`src/rtl/sem_pkg.sv`:
```
package sem_pkg;

    localparam int SEM_COUNT = 8;
    localparam int SEM_IDX_W = $clog2(SEM_COUNT);

    typedef enum logic [1:0] {
        OWN_NONE = 2'd0,
        OWN_LF   = 2'd1,
        OWN_RT   = 2'd2
    } owner_e;

    // One port's decoded flag operation for the current cycle.
    typedef struct packed {
        logic                 wr;
        logic                 rd;
        logic [SEM_IDX_W-1:0] idx;
        logic                 val;
    } sem_op_t;

    // The current owner keeps the flag while its request stands;
    // otherwise the left request has priority over the right one.
    function automatic owner_e next_owner(owner_e cur, logic want_lf, logic want_rt);
        if (cur == OWN_LF && want_lf) return OWN_LF;
        if (cur == OWN_RT && want_rt) return OWN_RT;
        if (want_lf)                  return OWN_LF;
        if (want_rt)                  return OWN_RT;
        return OWN_NONE;
    endfunction

endpackage

```
`src/rtl/sem_port_decode.sv`:
```
module sem_port_decode
    import sem_pkg::*;
(
    input  logic                 sel,
    input  logic                 mem_en,
    input  logic                 oe,
    input  logic                 wr,
    input  logic [SEM_IDX_W-1:0] idx,
    input  logic                 wbit,
    output sem_op_t              op
);
    logic acc;

    always_comb begin
        acc    = sel & ~mem_en;
        op.wr  = acc & wr;
        op.rd  = acc & ~wr & oe;
        op.idx = idx;
        op.val = wbit;
    end
endmodule

```
`src/rtl/sem_cell.sv`:
```
module sem_cell
    import sem_pkg::*;
#(
    parameter int IDX = 0
) (
    input  logic    clk,
    input  logic    rst,
    input  sem_op_t lf_op,
    input  sem_op_t rt_op,
    output owner_e  owner,
    output logic    want_lf,
    output logic    want_rt
);
    localparam logic [SEM_IDX_W-1:0] MY_IDX = SEM_IDX_W'(IDX);

    logic hit_lf, hit_rt;
    logic want_lf_n, want_rt_n;

    always_comb begin
        hit_lf    = lf_op.wr && (lf_op.idx == MY_IDX);
        hit_rt    = rt_op.wr && (rt_op.idx == MY_IDX);
        want_lf_n = hit_lf ? ~lf_op.val : want_lf;
        want_rt_n = hit_rt ? ~rt_op.val : want_rt;
    end

    always_ff @(posedge clk) begin
        if (rst) begin
            owner   <= OWN_NONE;
            want_lf <= 1'b0;
            want_rt <= 1'b0;
        end else begin
            owner   <= next_owner(owner, want_lf_n, want_rt_n);
            want_lf <= want_lf_n;
            want_rt <= want_rt_n;
        end
    end
endmodule

```
`src/rtl/sem_rd_port.sv`:
```
module sem_rd_port
    import sem_pkg::*;
#(
    parameter int DATA_W = 9
) (
    input  logic                 clk,
    input  logic                 rst,
    input  sem_op_t              op,
    input  logic [SEM_COUNT-1:0] view,
    output logic [DATA_W-1:0]    rdata
);
    logic rd_q;

    always_ff @(posedge clk) begin
        if (rst) begin
            rd_q  <= 1'b0;
            rdata <= '1;
        end else begin
            rd_q <= op.rd;
            if (op.rd && !rd_q)
                rdata <= {DATA_W{view[op.idx]}};
        end
    end
endmodule

```
`src/rtl/sem_bank.sv`:
```
module sem_bank
    import sem_pkg::*;
#(
    parameter int ADDR_W = 12,
    parameter int DATA_W = 9
) (
    input  logic              clk,
    input  logic              rst,
    input  logic              lf_sel,
    input  logic              lf_mem_en,
    input  logic              lf_oe,
    input  logic              lf_wr,
    input  logic [ADDR_W-1:0] lf_addr,
    input  logic              lf_wbit,
    output logic [DATA_W-1:0] lf_rdata,
    input  logic              rt_sel,
    input  logic              rt_mem_en,
    input  logic              rt_oe,
    input  logic              rt_wr,
    input  logic [ADDR_W-1:0] rt_addr,
    input  logic              rt_wbit,
    output logic [DATA_W-1:0] rt_rdata
);
    localparam int IDX_W = SEM_IDX_W;

    sem_op_t              lf_op, rt_op;
    owner_e               sem_own [SEM_COUNT];
    logic [SEM_COUNT-1:0] own_l, own_r, want_l, want_r;
    logic [SEM_COUNT-1:0] view_l, view_r;

    logic unused_addr_hi;
    assign unused_addr_hi = ^{lf_addr[ADDR_W-1:IDX_W], rt_addr[ADDR_W-1:IDX_W]};

    sem_port_decode u_dec_lf (
        .sel(lf_sel), .mem_en(lf_mem_en), .oe(lf_oe), .wr(lf_wr),
        .idx(lf_addr[IDX_W-1:0]), .wbit(lf_wbit), .op(lf_op)
    );
    sem_port_decode u_dec_rt (
        .sel(rt_sel), .mem_en(rt_mem_en), .oe(rt_oe), .wr(rt_wr),
        .idx(rt_addr[IDX_W-1:0]), .wbit(rt_wbit), .op(rt_op)
    );

    for (genvar i = 0; i < SEM_COUNT; i++) begin : g_cell
        sem_cell #(.IDX(i)) u_cell (
            .clk(clk), .rst(rst), .lf_op(lf_op), .rt_op(rt_op),
            .owner(sem_own[i]), .want_lf(want_l[i]), .want_rt(want_r[i])
        );
        assign own_l[i]  = (sem_own[i] == OWN_LF);
        assign own_r[i]  = (sem_own[i] == OWN_RT);
        assign view_l[i] = ~own_l[i];
        assign view_r[i] = ~own_r[i];
    end

    sem_rd_port #(.DATA_W(DATA_W)) u_rd_lf (
        .clk(clk), .rst(rst), .op(lf_op), .view(view_l), .rdata(lf_rdata)
    );
    sem_rd_port #(.DATA_W(DATA_W)) u_rd_rt (
        .clk(clk), .rst(rst), .op(rt_op), .view(view_r), .rdata(rt_rdata)
    );
endmodule

```
`config.mk`:
```
export PLATFORM = sky130hd
export DESIGN_NAME = sem_bank
export DESIGN_NICKNAME = d
export VERILOG_FILES = /design/src/rtl/sem_pkg.sv /design/src/rtl/sem_port_decode.sv /design/src/rtl/sem_cell.sv /design/src/rtl/sem_rd_port.sv /design/src/rtl/sem_bank.sv
export SDC_FILE = /design/constraint.sdc
export NUM_CORES = 1
export LEC_CHECK = 0
export BUFFER_PORTS_ARGS = -buffer_cell sky130_fd_sc_hd__buf_2
export CELL_PAD_IN_SITES_DETAIL_PLACEMENT = 2
export CELL_PAD_IN_SITES_GLOBAL_PLACEMENT = 2
export CORE_MARGIN = 8
export CORE_UTILIZATION = 34
export DETAILED_ROUTE_END_ITERATION = 16
export PLACE_DENSITY = 0.82
export SLEW_MARGIN = 10
export SYNTH_ARGS = -nofsm -noshare
export SYNTH_HDL_FRONTEND = slang
export SYNTH_HIERARCHICAL = 1
export SYNTH_SLANG_ARGS = --single-unit
```
`constraint.sdc`:
```
create_clock -name clk -period 1.7 [get_ports clk]
set_input_delay 0.085 -clock clk [delete_from_list [all_inputs] [get_ports clk]]
set_output_delay 0.085 -clock clk [all_outputs]
set_load 0.005 [all_outputs]
```
# Yosys cells after proc, flatten, opt, wreduce, memory -nomap -nowiden
# Index checks and enable logic that the tools add are counted.
# totals
ff_bits	36
latchBits	0
ramBits	0
rom_bits	0
in_bits	36
out_inout_bits	18
n_memories	0
# classes
addsub	0
n_mul	0
div	0
order_cmp	2
n_eq_ne	30
n_shift	0
mux	196
n_bitwise	30
n_reduce_logical	38
# ops
op	n
$mux W1	130
$mux W2	64
$logic_and A1 B1 Y1	34
$eq A3 B3 Y1 const B	8
$not A1 Y1	22
$eq A2 B1 Y1 const B	8
$eq A2 B2 Y1 const B	8
$eq A3 B2 Y1 const B	4
$and A1 B1 Y1	8
$lt A3 B4 Y1 const B	2
$bmux W1 S3	2
$eq A3 B1 Y1 const B	2
$logic_not A3 Y1	2
$logic_not A1 Y1	2

# Longest topological paths before layout
# logic_depth
ltp_word	21
depth_mapped	4

# Hierarchy
# The synthesis kept the hierarchy.
# by_module_without_submodules
mod	n_inst	cells_each	area_each_um2
sem_cell at g_cell[3].u_cell ...	3	18	224.0
sem_cell at g_cell[1].u_cell ...	3	20	217.7
sem_rd_port	2	20	200.2
sem_cell at g_cell[0].u_cell	1	20	232.7
sem_cell at g_cell[7].u_cell	1	18	198.9
sem_port_decode	2	6	52.6
sem_bank	1	16	100.1

# Worst setup path before layout
# OpenSTA, ideal clock, no wires.
# synth_path
kind	input -> register
from	input lf_mem_en
to	register g_cell[0].u_cell.owner[0]
setup_time_ns	0.123
arrival_time_ns	1.175
required_ns	1.577
path_slack_ns	0.402
cell_stages	4
path_buffers	0
path_cell_list	and3b_2 -> nor4b_4 -> mux2_4 -> a21boi_2
# synth_via
elab_chain_len	12
elab_cells_between_ends	18
classes_between	mux: 13; bitwise: 3; reduce/logical: 2
# synth_lines
element	line_no	rtl
start: declaration	sem_bank.sv:10	input logic lf_mem_en,
$not A1 Y1 (*)	sem_port_decode.sv:15	acc = sel & ~mem_en;
$and A1 B1 Y1 (*)	sem_port_decode.sv:15	
$and A1 B1 Y1 (*)	sem_port_decode.sv:16	op.wr = acc & wr;
$logic_and A1 B1 Y1 (*)	sem_cell.sv:20	hit_lf = lf_op.wr && (lf_op.idx == MY_IDX);
$mux W1 (*)	sem_cell.sv:22	want_lf_n = hit_lf ? ~lf_op.val : want_lf;
$mux W1 (2 in a row)	sem_pkg.sv:25	if (want_lf) return OWN_LF;
$mux W1	sem_pkg.sv:24	if (cur == OWN_RT && want_rt) return OWN_RT;
$mux W1	sem_cell.sv:27	if (rst) begin
$mux W2	sem_pkg.sv:26	if (want_rt) return OWN_RT;
$mux W2	sem_pkg.sv:25	
$mux W2 (*)	sem_pkg.sv:24	
end signal: assignment	sem_cell.sv:32	owner <= next_owner(owner, want_lf_n, want_rt_n);
end: declaration	sem_cell.sv:10	output owner_e owner,
# Every way passes the cells marked *; elsewhere a longest branch is shown, timed or not. The select of a mux whose other input is x is not followed.
# A chain may end at the register's enable or synchronous reset.

# Worst setup path after layout
# layout_path
from	register g_cell[3].u_cell.owner[1]
to	register u_rd_lf/rdata[0] (netlist name)
# layout_via
elab_chain_len	4
# layout_lines
element	line_no	rtl
start: declaration	sem_cell.sv:10	
start signal: assignment	sem_cell.sv:32	
$eq A2 B1 Y1	sem_bank.sv:48	assign own_l[i] = (sem_own[i] == OWN_LF);
$not A1 Y1	sem_bank.sv:50	assign view_l[i] = ~own_l[i];
named net view_l[3]	sem_bank.sv:29	logic [SEM_COUNT-1:0] view_l, view_r;
$bmux W1 S3	sem_rd_port.sv:21	rdata <= {DATA_W{view[op.idx]}};
$mux W1 (implied by the code)	sem_rd_port.sv:21	
# The timed path passes the listed nets, and every way through them passes these cells. The select of a mux whose other input is x is not followed.

==> impl_metrics.yaml <==
yosys:
  ys_types: 30
  synth_fp_nets: 256
  ys_seq_area_share_pct: 30.5
  yosysWarnings: 6
  syn_area_per_cell_sq_um: 10.7
  synth_edf_count: 0
  syn_inst: 220
  ys_seq_elements: 36
  synth_area_sq_um: 2360
  synth-main-ff-cell: "dfxtp_1"
  asyncSetResetFlopFracSynth_pct: 0
floorplanning:
  coreArea_sq_um: 6760
  rows: 30
  die_h_um: 99.4
  start_util_pct: 35.0
  dieArea_sq_um: 9870
  die_w_um: 99.4
  num_io_pins: 54
place:
  port_buffers: 35
  postPlaceCellArea_sq_um: 2480
  globalplace.congestion: 0.735
  place_hpwl_um: 4500
global_routing:
  grt_max_degree: 24
  globalRouteTotalUtil_pct: 12.9
  antenna_found_initial: 0
  grt_pass1_wl_um: 10200
  overflow: 0
  grt_pass1_vias: 1933
pwr:
  power_density_nw_per_um2: 695
  fin_total_pwr_w: 0.00180
  max-vdd-ir-drop_uv: 346
  leakage_nw: 1.04
layout:
  drive_above_1_share_pct: 40.1
  layout_commonest_cell: "dfxtp_1"
  nets: 277
  antenna_cells: 0
  area_growth_pct: 9.53
  design_area_sq_um: 2590
  mostFrequentLayoutCells: "dfxtp_1, buf_2, nand2b_1"
flow_run:
  maxCapViolCount: 0
timing:
  drv_slew: 0
  setup_viol: 0
  setup_tns_ns: 0
  hold_ws_ns: 0.220
  rsz0062_at_grt: "no"
  fin_skew_ns: 0.00905
  min_period_ns: 1.42
  worstMarginPinSlew_ns: 0.680
  maxSlewHeadroom_pct: 53.5
  clock.fmax_mhz: 703
  min_period_over_period_pct: 83.7
  hold_viol: 0
drt:
  vias: 1702
  drt_first_pass_iters: 2
  top_layer: "met4"
  wl_per_cell_um: 18.9
  drc: 0
  met2WireLength_um: 3020
  drt_iter0_drc: 59
  drt-total-wl_um: 6090
  wirelength_met1_um: 2760
  wl_met3_um: 242
  drtAntennaViolNets: 0
  viasPerCell: 5.29
clock_network:
  cts_resized: 0
  cts-root-buf: "clkbuf_8"
  cts.reportedPaths.clkPinSlew_ns: 0.08
  cts_sinks: 36
  cts_max_level: 2
  cts-hold-fix-buffers: 0
  cts_tree: "done"
  clk_latency_ns: 0.29
  cts_buffer_depth: 2
  post_cts_buffers: 0
  numCtsBuffers: 5
critical_path:
  start_kind: "register"
  crit_required_ns: 1.87
  crit_slowest_cell: "mux4_2"
  criticalPathCategory: "reg -> reg"
  crit_path_end_kind: "register"
  slowest_delay_ns: 0.46
  path_max_fanout: 4
  path_cells: "nand2b_1 > mux4_2 > nor2b_1 > o41ai_2"
  arrival_ns: 1.59
hold_path:
  worstHoldPathType: "in -> reg"
status:
  status: "finished, final reports clean"
## sequential cells by signal, indices dropped and copies added, names as in the netlist
signal                 count
u_rd_lf/rdata              1
u_rd_rt/rdata              1
g_cell.u_cell/want_rt      8
u_rd_lf/rd_q               1
g_cell.u_cell/want_lf      8
g_cell.u_cell/owner       16
u_rd_rt/rd_q               1
## stage by stage
step           cells  setup slack, ns  util [%]
6_report         322            0.278      38.3
5_1_grt          322            0.197      38.3
4_1_cts          322            0.275      38.3
3_5_place_dp     314            0.206      36.7
3_3_place_gp     314            0.221      36.7
2_1_floorplan    220            0.402         -
## cells in the mapped netlist (6+ instances only)
cell      number  area share, %
dfxtp_1       36             31
and4bb_2       8            4.2
nor2_1        16            2.5
nor2b_1       18            4.8
nand2b_1      26            6.9
and2b_1        6            1.9
mux2_4        16             10
buf_4         24            7.6
nand3_1        8            1.7
nand4b_4       6            6.0
## per-layer routing
metal,GRT usage [%],up-vias
met5,0,-
met4,3.84,0
met3,2.93,7
met2,23.1,36
met1,14.8,848
li1,-,811
## worst paths after layout
check,depth (start not counted),from,end,slack (ns)
worst max-delay path,4,g_cell[3].u_cell/owner[1],u_rd_lf/rdata[0],0.28
worst min-delay path,2,rst,u_rd_lf/rd_q,0.22
worst max register to register,4,g_cell[3].u_cell/owner[1],u_rd_lf/rdata[0],0.28
worst min register to register,2,g_cell[1].u_cell/want_lf,g_cell[1].u_cell/owner[1],0.51
## power by group
part | internal [W] | switching (W)
combinational | 0.0000773 | 0.000106
sequential | 0.000851 | 0.00000758
clock | 0.000436 | 0.000320
total | 0.00136 | 0.000434
## cell families after synthesis
kind of cell,synth area share (%)
flops,30.5
mux,13.0
buf+inv,8.26
simple gates,35.4
compound gates,12.8
## cell type report
cell class                 instances  area (sq um)
clock inverter                     2          35.0
clock buffer                       6          72.6
sequential                        36           721
fill                             747          4170
multi-input combinational        156          1450
inverter                           4          15.0
timing repair buffer              38           198
tap                               80           100
## critical path, delay by kind of cell (launching register included)
family / cells / cell delay [ns]
mux: 1 / 0.46
simple gates: 2 / 0.39
flops: 1 / 0.34
compound gates: 1 / 0.11
No activity file was read; power rests on OpenSTA's default activity.
